--- config.mk ---
export PLATFORM = sky130hd
export DESIGN_NAME = irq_route_engine
export DESIGN_NICKNAME = d
export VERILOG_FILES = /design/src/rtl/irq_route_pkg.sv /design/src/rtl/irq_lowest_pick.sv /design/src/rtl/irq_pin_front.sv /design/src/rtl/irq_redir_table.sv /design/src/rtl/irq_route_engine.sv
export SDC_FILE = /design/constraint.sdc
export NUM_CORES = 1
export LEC_CHECK = 0
export ABC_CLOCK_PERIOD_IN_PS = 4040
export BUFFER_PORTS_ARGS = -buffer_cell sky130_fd_sc_hd__buf_2
export CORE_MARGIN = 1
export CORE_UTILIZATION = 55
export DETAILED_ROUTE_END_ITERATION = 10
export PLACE_DENSITY = 0.82
export SYNTH_ARGS = -nofsm -noshare
export SYNTH_HDL_FRONTEND = slang
export SYNTH_SLANG_ARGS = --single-unit
--- constraint.sdc ---
create_clock -name clk -period 4.04 [get_ports clk]
set_input_delay 0 -clock clk [delete_from_list [all_inputs] [get_ports clk]]
set_output_delay 0 -clock clk [all_outputs]
set_load 0.01 [all_outputs]
--- src/rtl/irq_route_pkg.sv ---
package irq_route_pkg;

   // Service sequencer states
   typedef enum logic [1:0] {
      SVC_IDLE  = 2'd0,
      SVC_FETCH = 2'd1,
      SVC_SEND  = 2'd2
   } svc_state_e;

   // Entry field positions, derived from the field widths
   function automatic int mode_lsb(input int vec_w);
      return vec_w;
   endfunction

   function automatic int dmode_bit(input int vec_w, input int dm_w);
      return vec_w + dm_w;
   endfunction

   function automatic int pol_bit(input int vec_w, input int dm_w);
      return vec_w + dm_w + 1;
   endfunction

   function automatic int trig_bit(input int vec_w, input int dm_w);
      return vec_w + dm_w + 2;
   endfunction

   function automatic int mask_bit(input int vec_w, input int dm_w);
      return vec_w + dm_w + 3;
   endfunction

   function automatic int dest_lsb(input int vec_w, input int dm_w);
      return vec_w + dm_w + 4;
   endfunction

endpackage

--- src/rtl/irq_lowest_pick.sv ---
module irq_lowest_pick #(
   parameter int  N          = 8,
   parameter bit  USE_ARITH  = 1'b1,
   localparam int IW         = (N > 1) ? $clog2(N) : 1
) (
   input  logic [N-1:0]  req,
   output logic [N-1:0]  gnt,
   output logic [IW-1:0] idx,
   output logic          any
);

   generate
      if (USE_ARITH) begin : g_arith
         // isolate the lowest set bit with a two's complement trick
         assign gnt = req & (~req + N'(1));
      end else begin : g_scan
         always_comb begin
            logic seen;
            seen = 1'b0;
            gnt  = '0;
            for (int i = 0; i < N; i++) begin
               if (req[i] && !seen) begin
                  gnt[i] = 1'b1;
                  seen   = 1'b1;
               end
            end
         end
      end
   endgenerate

   always_comb begin
      idx = '0;
      for (int i = 0; i < N; i++) begin
         if (gnt[i]) idx = idx | IW'(i);
      end
   end

   assign any = |req;

endmodule

--- src/rtl/irq_pin_front.sv ---
module irq_pin_front #(
   parameter int N     = 8,
   parameter bit ALIAS = 1'b1
) (
   input  logic         clk,
   input  logic         rst_n,
   input  logic [N-1:0] pin_level,
   input  logic [N-1:0] pol,
   input  logic [N-1:0] trig,
   input  logic [N-1:0] mask,
   input  logic [N-1:0] clr_edge,
   output logic [N-1:0] pend
);

   logic [N-1:0] cond;
   logic [N-1:0] prev_q;
   logic [N-1:0] pend_q;

   generate
      for (genvar i = 0; i < N; i++) begin : g_pin
         if (ALIAS && i == 0) begin : g_dead
            assign cond[i] = pol[i] & 1'b0;
         end else if (ALIAS && i == 2) begin : g_merge
            assign cond[i] = (pin_level[0] | pin_level[2]) ^ pol[i];
         end else begin : g_plain
            assign cond[i] = pin_level[i] ^ pol[i];
         end
      end
   endgenerate

   always_ff @(posedge clk or negedge rst_n) begin
      if (!rst_n) begin
         prev_q <= '0;
         pend_q <= '0;
      end else begin
         prev_q <= cond;
         for (int i = 0; i < N; i++) begin
            if (trig[i]) begin
               pend_q[i] <= cond[i];
            end else begin
               pend_q[i] <= (pend_q[i] & ~clr_edge[i]) |
                            (cond[i] & ~prev_q[i] & ~mask[i]);
            end
         end
      end
   end

   assign pend = pend_q;

   generate
      for (genvar i = 0; i < N; i++) begin : g_chk

         masked_edge_chk: assert property (@(posedge clk) disable iff (!rst_n)
            ($rose(pend_q[i]) && $past(!trig[i])) |-> $past(!mask[i]));
      end
      if (ALIAS) begin : g_alias_chk

         alias_zero_chk: assert property (@(posedge clk) disable iff (!rst_n)
            !pend_q[0]);
      end
   endgenerate

endmodule

--- src/rtl/irq_redir_table.sv ---
module irq_redir_table #(
   parameter int N       = 8,
   parameter int VEC_W   = 8,
   parameter int ENTRY_W = 23,
   parameter int MASK_B  = 14,
   parameter int IW      = 3
) (
   input  logic                        clk,
   input  logic                        rst_n,
   input  logic                        we,
   input  logic [IW-1:0]               widx,
   input  logic [ENTRY_W-1:0]          wdata,
   input  logic                        eoi_valid,
   input  logic [VEC_W-1:0]            eoi_vector,
   input  logic [N-1:0]                set_rem,
   output logic [N-1:0][ENTRY_W-1:0]   entries,
   output logic [N-1:0]                rem
);

   localparam logic [ENTRY_W-1:0] RESET_ENTRY = ENTRY_W'(1) << MASK_B;

   logic [N-1:0][ENTRY_W-1:0] ent_q;
   logic [N-1:0]              rem_q;
   logic [N-1:0]              eoi_hit;

   generate
      for (genvar i = 0; i < N; i++) begin : g_hit
         assign eoi_hit[i] = eoi_valid && rem_q[i] &&
                             (ent_q[i][VEC_W-1:0] == eoi_vector);
      end
   endgenerate

   always_ff @(posedge clk or negedge rst_n) begin
      if (!rst_n) begin
         for (int i = 0; i < N; i++) ent_q[i] <= RESET_ENTRY;
         rem_q <= '0;
      end else begin
         for (int i = 0; i < N; i++) begin
            if (we && (widx == IW'(i))) ent_q[i] <= wdata;
         end
         rem_q <= (rem_q & ~eoi_hit) | set_rem;
      end
   end

   assign entries = ent_q;
   assign rem     = rem_q;

   generate
      for (genvar i = 0; i < N; i++) begin : g_chk

         eoi_clear_chk: assert property (@(posedge clk) disable iff (!rst_n)
            (eoi_valid && rem_q[i] && (ent_q[i][VEC_W-1:0] == eoi_vector))
            |=> !rem_q[i]);
      end
   endgenerate

endmodule

--- src/rtl/irq_route_engine.sv ---
module irq_route_engine
   import irq_route_pkg::*;
#(
   parameter int                 NUM_PINS    = 8,
   parameter int                 VEC_W       = 8,
   parameter int                 DM_W        = 3,
   parameter int                 DEST_W      = 8,
   parameter logic [DM_W-1:0]    LEGACY_MODE = '1,
   parameter bit                 ALIAS_PIN0  = 1'b1,
   parameter bit                 PICK_ARITH  = 1'b1,
   localparam int                IDX_W       = (NUM_PINS > 1) ? $clog2(NUM_PINS) : 1,
   localparam int                ENTRY_W     = VEC_W + DM_W + DEST_W + 4
) (
   input  logic                 clk,
   input  logic                 rst_n,
   input  logic [NUM_PINS-1:0]  pin_level,
   input  logic                 tbl_we,
   input  logic [IDX_W-1:0]     tbl_idx,
   input  logic [ENTRY_W-1:0]   tbl_data,
   input  logic                 eoi_valid,
   input  logic [VEC_W-1:0]     eoi_vector,
   output logic                 dlv_valid,
   input  logic                 dlv_ready,
   output logic [DEST_W-1:0]    dlv_dest,
   output logic                 dlv_dest_mode,
   output logic [DM_W-1:0]      dlv_mode,
   output logic [VEC_W-1:0]     dlv_vector,
   output logic                 dlv_level,
   output logic                 fetch_req,
   input  logic                 fetch_ack,
   input  logic [VEC_W-1:0]     fetch_vector
);

   localparam int M_LSB  = mode_lsb(VEC_W);
   localparam int DM_B   = dmode_bit(VEC_W, DM_W);
   localparam int POL_B  = pol_bit(VEC_W, DM_W);
   localparam int TRIG_B = trig_bit(VEC_W, DM_W);
   localparam int MASK_B = mask_bit(VEC_W, DM_W);
   localparam int D_LSB  = dest_lsb(VEC_W, DM_W);

   // elaboration-time parameter checks
   generate
      if (ALIAS_PIN0 && NUM_PINS < 3) begin : g_bad_alias
         $error("pin folding needs at least three pins");
      end
      if (NUM_PINS < 2) begin : g_bad_pins
         $error("NUM_PINS must be at least 2");
      end
      if (VEC_W < 1 || DM_W < 1 || DEST_W < 1) begin : g_bad_width
         $error("field widths must be positive");
      end
   endgenerate

   // table
   logic [NUM_PINS-1:0][ENTRY_W-1:0] entries;
   logic [NUM_PINS-1:0]              rem;
   logic [NUM_PINS-1:0]              set_rem;
   logic [NUM_PINS-1:0]              clr_edge;

   irq_redir_table #(
      .N       (NUM_PINS),
      .VEC_W   (VEC_W),
      .ENTRY_W (ENTRY_W),
      .MASK_B  (MASK_B),
      .IW      (IDX_W)
   ) u_table (
      .clk        (clk),
      .rst_n      (rst_n),
      .we         (tbl_we),
      .widx       (tbl_idx),
      .wdata      (tbl_data),
      .eoi_valid  (eoi_valid),
      .eoi_vector (eoi_vector),
      .set_rem    (set_rem),
      .entries    (entries),
      .rem        (rem)
   );

   // per-pin field slices
   logic [NUM_PINS-1:0] pol, trig, mask;

   generate
      for (genvar i = 0; i < NUM_PINS; i++) begin : g_fld
         assign pol[i]  = entries[i][POL_B];
         assign trig[i] = entries[i][TRIG_B];
         assign mask[i] = entries[i][MASK_B];
      end
   endgenerate

   // input conditioning
   logic [NUM_PINS-1:0] pend;

   irq_pin_front #(
      .N     (NUM_PINS),
      .ALIAS (ALIAS_PIN0)
   ) u_front (
      .clk       (clk),
      .rst_n     (rst_n),
      .pin_level (pin_level),
      .pol       (pol),
      .trig      (trig),
      .mask      (mask),
      .clr_edge  (clr_edge),
      .pend      (pend)
   );

   // selection
   logic [NUM_PINS-1:0] elig;
   logic [NUM_PINS-1:0] gnt;
   logic [IDX_W-1:0]    sel_idx;
   logic                sel_any;

   assign elig = pend & ~mask & ~(trig & rem);

   irq_lowest_pick #(
      .N         (NUM_PINS),
      .USE_ARITH (PICK_ARITH)
   ) u_pick (
      .req (elig),
      .gnt (gnt),
      .idx (sel_idx),
      .any (sel_any)
   );

   // service sequencer
   svc_state_e          state_q;
   logic [DEST_W-1:0]   m_dest;
   logic                m_dmode;
   logic [DM_W-1:0]     m_mode;
   logic [VEC_W-1:0]    m_vec;
   logic                m_level;
   logic                can_load;
   logic                load;
   logic [ENTRY_W-1:0]  sel_entry;
   logic                sel_legacy;

   assign can_load   = (state_q == SVC_IDLE) || ((state_q == SVC_SEND) && dlv_ready);
   assign load       = can_load && sel_any;
   assign sel_entry  = entries[sel_idx];
   assign sel_legacy = (sel_entry[M_LSB +: DM_W] == LEGACY_MODE);
   assign set_rem    = load ? (gnt & trig)  : '0;
   assign clr_edge   = load ? (gnt & ~trig) : '0;

   always_ff @(posedge clk or negedge rst_n) begin
      if (!rst_n) begin
         state_q <= SVC_IDLE;
         m_dest  <= '0;
         m_dmode <= 1'b0;
         m_mode  <= '0;
         m_vec   <= '0;
         m_level <= 1'b0;
      end else if (load) begin
         m_dest  <= sel_entry[D_LSB +: DEST_W];
         m_dmode <= sel_entry[DM_B];
         m_mode  <= sel_entry[M_LSB +: DM_W];
         m_vec   <= sel_entry[VEC_W-1:0];
         m_level <= sel_entry[TRIG_B];
         state_q <= sel_legacy ? SVC_FETCH : SVC_SEND;
      end else if ((state_q == SVC_FETCH) && fetch_ack) begin
         m_vec   <= fetch_vector;
         state_q <= SVC_SEND;
      end else if ((state_q == SVC_SEND) && dlv_ready) begin
         state_q <= SVC_IDLE;
      end
   end

   assign dlv_valid     = (state_q == SVC_SEND);
   assign fetch_req     = (state_q == SVC_FETCH);
   assign dlv_dest      = m_dest;
   assign dlv_dest_mode = m_dmode;
   assign dlv_mode      = m_mode;
   assign dlv_vector    = m_vec;
   assign dlv_level     = m_level;


   hold_stable_chk: assert property (@(posedge clk) disable iff (!rst_n)
      (dlv_valid && !dlv_ready) |=> (dlv_valid && $stable(dlv_vector) &&
         $stable(dlv_dest) && $stable(dlv_mode) && $stable(dlv_level) &&
         $stable(dlv_dest_mode)));


   fetch_hold_chk: assert property (@(posedge clk) disable iff (!rst_n)
      (fetch_req && !fetch_ack) |=> (fetch_req && !dlv_valid));


   fetch_vec_chk: assert property (@(posedge clk) disable iff (!rst_n)
      (fetch_req && fetch_ack) |=> (dlv_valid && (dlv_vector == $past(fetch_vector))));

endmodule

==> reports/results.ini <==
[setup_path]
crit_path_start_kind=flip-flop
crit_path_end_kind=flip-flop
cp_data_arrival_time_ns=3.64
criticalPathCategory=flip-flop to flip-flop
reg2reg_depth=8
critPathRequiredTime_ns=4.49
crit_fanout=13

[floorplan]
dieHeight_um=144.7
die_width_um=144.7
ios=79
core-area_um2=19720
die_area_um2=20950
initial_core_util_pct=56.82
num_rows=51

[global_routing]
track_usage_pct=28.14
grt_pass1_vias=7938
grt_pass1_wl_um=44240
grt_max_degree=127
grt-ovfl-total=0
antenna_found_initial=0

[placement]
place_hpwl_um=17250
numPortBuffers=78
place.gp.congestion=0.9146

[sta]
setup_tns_ns=0
clock.fmax_ghz=0.3132
final-max-slew-violation-count=0
relSlewSlack_pct=13.85
finalCritPeriodShare_pct=79.03
worst_pin_slew_ns=1.287
setup_viol=0
period_needed_ns=3.193
finClkSkew_ns=0.009867
hold_violations=0
grt_setup_unrepaired=false

[synthesis]
synth-seq-cells=229
ys.flop_type=dfrtp_1
synth_enable_flop_cells=0
syn_inst=909
synth_cell_types=52
synth_top_cell_by_area=dfrtp_1
postSynthAreaPerCell_um2=12.33
async_flop_share_pct=100.0
yosys-top-cells-area=dfrtp_1, mux2_2, xor2_1, mux2i_1, o211ai_1
synth_common_cells=mux2_2, dfrtp_1, nand2_1, xor2_1, clkbuf_1
yosys_warnings=0
synth_nets=965
synth_most_common_cell=mux2_2
syn-cell-area_um2=11200
synth_seq_area_share_pct=51.23
synth_top_area_share_pct=49.36

[layout]
fillers=1371
drive_gt1_share_pct=36.37
multi_input_area_um2=5284
area_growth_pct=18.05
fin_util_pct=67.08
nets=1080
antenna_cells=0
area.sequential_um2=5741

[pwr]
seq_power_share_pct=34.4
combPwrFrac_pct=41.7
p_clk_share_pct=23.9
intPower_mw=6.242
switchingPower_mw=3.620
powerDensity_nw_per_um2=745.6
peakVddDrop_v=0.0003860
leakage_nw=5.702
sw_frac_of_total_pct=36.71
totalPowerFinal_mw=9.862

[detailed_routing]
vias=7929
drt-initial-drc-count=609
post_drt_wl_per_cell_um=21.54
wl_um=28150
drc=0
vias_per_cell=6.067
postRouteAntennaNets=0
drt_pre_antenna_iters=5

[cts]
cts_max_path_buffers=3
clock_latency_ns=0.52
clkSlewWorstSetupHoldPaths_ns=0.06
clockRootBuffer=clkbuf_16
numCtsBuffers=25
cts_resized=0
cts_tree=built
postCtsSetupRepairBufs=0
clkSinkCount=229
h-tree-depth=1

[run]
drv_cap=0

[min_path]
hp-class=input pin to flip-flop
hold_depth=4

[run_status]
status=finished, final reports clean

==> kinds of logic after synthesis <==
family | Yosys count | share of synthesized area, %
mux | 264 | 26.09
flops | 229 | 51.23
simple gates | 159 | 6.644
compound gates | 131 | 8.465
xor+xnor | 71 | 5.550
buf+inv | 55 | 2.021
==> final timing paths <==
| kind | startpoint | to | slack, ns |
|---|---|---|---|
| min | eoi_vector[5] | u_table.rem[2] | 0.05 |
| min reg2reg | dlv_mode[0] | dlv_mode[0] | 0.48 |
| max | u_table.entries[129] | state_q[0] | 0.85 |
| max reg2reg | u_table.entries[129] | state_q[0] | 0.85 |
| max in group asynchronous | rst_n | u_table.entries[22] | 2.67 |
| min in group asynchronous | rst_n | u_table.entries[124] | 0.13 |
==> routing by layer <==
layer | vias up | routed length [um] | track usage (%)
met5 | - | 0 | 0
met3 | 62 | 1782 | 4.508
met1 | 4023 | 12310 | 39.42
li1 | 3552 | - | -
met4 | 0 | 805 | 9.917
met2 | 292 | 13260 | 44.51
==> state kept, by name, indices dropped and copies added, names as in the netlist <==
register         cells
dlv_vector           8
state_q              2
dlv_dest             8
u_front.prev_q       7
dlv_mode             3
u_table.entries    183
dlv_level            1
u_front.pend         8
dlv_dest_mode        1
u_table.rem          8
==> power by group through the flow <==
stage / clock (mW) / sequential, mW / combinational (mW)
floorplan: 0 / 3.31 / 2.94
global placement: 0 / 3.37 / 3.96
detailed placement: 0 / 3.39 / 4.04
CTS: 2.39 / 3.37 / 4.09
global route: 2.48 / 3.46 / 4.45
finish: 2.36 / 3.39 / 4.11
==> worst max-delay path, stage by stage, from the launching register on <==
cell	delay, ns
dfstp_2	0.55
nor2b_1	0.06
a22o_1	0.31
o211ai_1	1.05
a211oi_1	0.07
a2111oi_0	0.43
o21ai_1	0.16
nor4_2	0.32
a22o_1	0.19
==> layout make-up <==
| type | count | area share, % |
|---|---|---|
| timing repair buffer | 138 | 7.511 |
| tap | 265 | 2.507 |
| sequential | 229 | 43.40 |
| clock buffer | 38 | 5.629 |
| multi-input combinational | 625 | 39.95 |
| clock inverter | 7 | 0.8608 |
| inverter | 5 | 0.1419 |
==> layout by cell type (no fill, tap or decap), types with 3 or more instances in the layout <==
master	count
a32o_1	3
o211ai_1	37
mux2_2	224
dlygate4sd3_1	42
nand2_1	66
buf_12	3
o41ai_1	5
mux2i_1	40
nand4_1	7
a22oi_1	3
nor2_1	33
nand2b_1	7
clkinv_2	3
nand3_1	7
a211oi_1	3
inv_1	5
dfrtp_1	221
nor4_1	8
a22o_1	6
nor3_1	5
o21ai_0	20
nand4b_1	3
o31ai_1	3
clkbuf_16	25
xor2_1	62
clkbuf_1	6
xnor2_1	9
a21oi_1	7
a31oi_1	19
a32oi_1	4
clkbuf_8	7
bufinv_16	3
nor2b_1	9
buf_4	15
buf_2	77
dfstp_2	8
==> metrics by stage <==
step                instance area, um2  hold slack [ns]  cells  setup slack, ns
detailed placement               11950           0.1670   1220           0.9042
CTS                              13230          0.02150   1307           0.8576
global placement                 11950           0.1694   1220           0.8754
global route                     13230          0.08077   1307           0.5908
floorplan                        11200          -0.2956    909            1.626
finish                           13230          0.04929   1307           0.8472
==> repair_timing <==
item                                    4_1_cts  5_1_grt
hold buffers                                 42        0
hold endpoints to repair                    330        0
endpoints found under the setup margin        0        0
(Power assumes the default switching activity.)
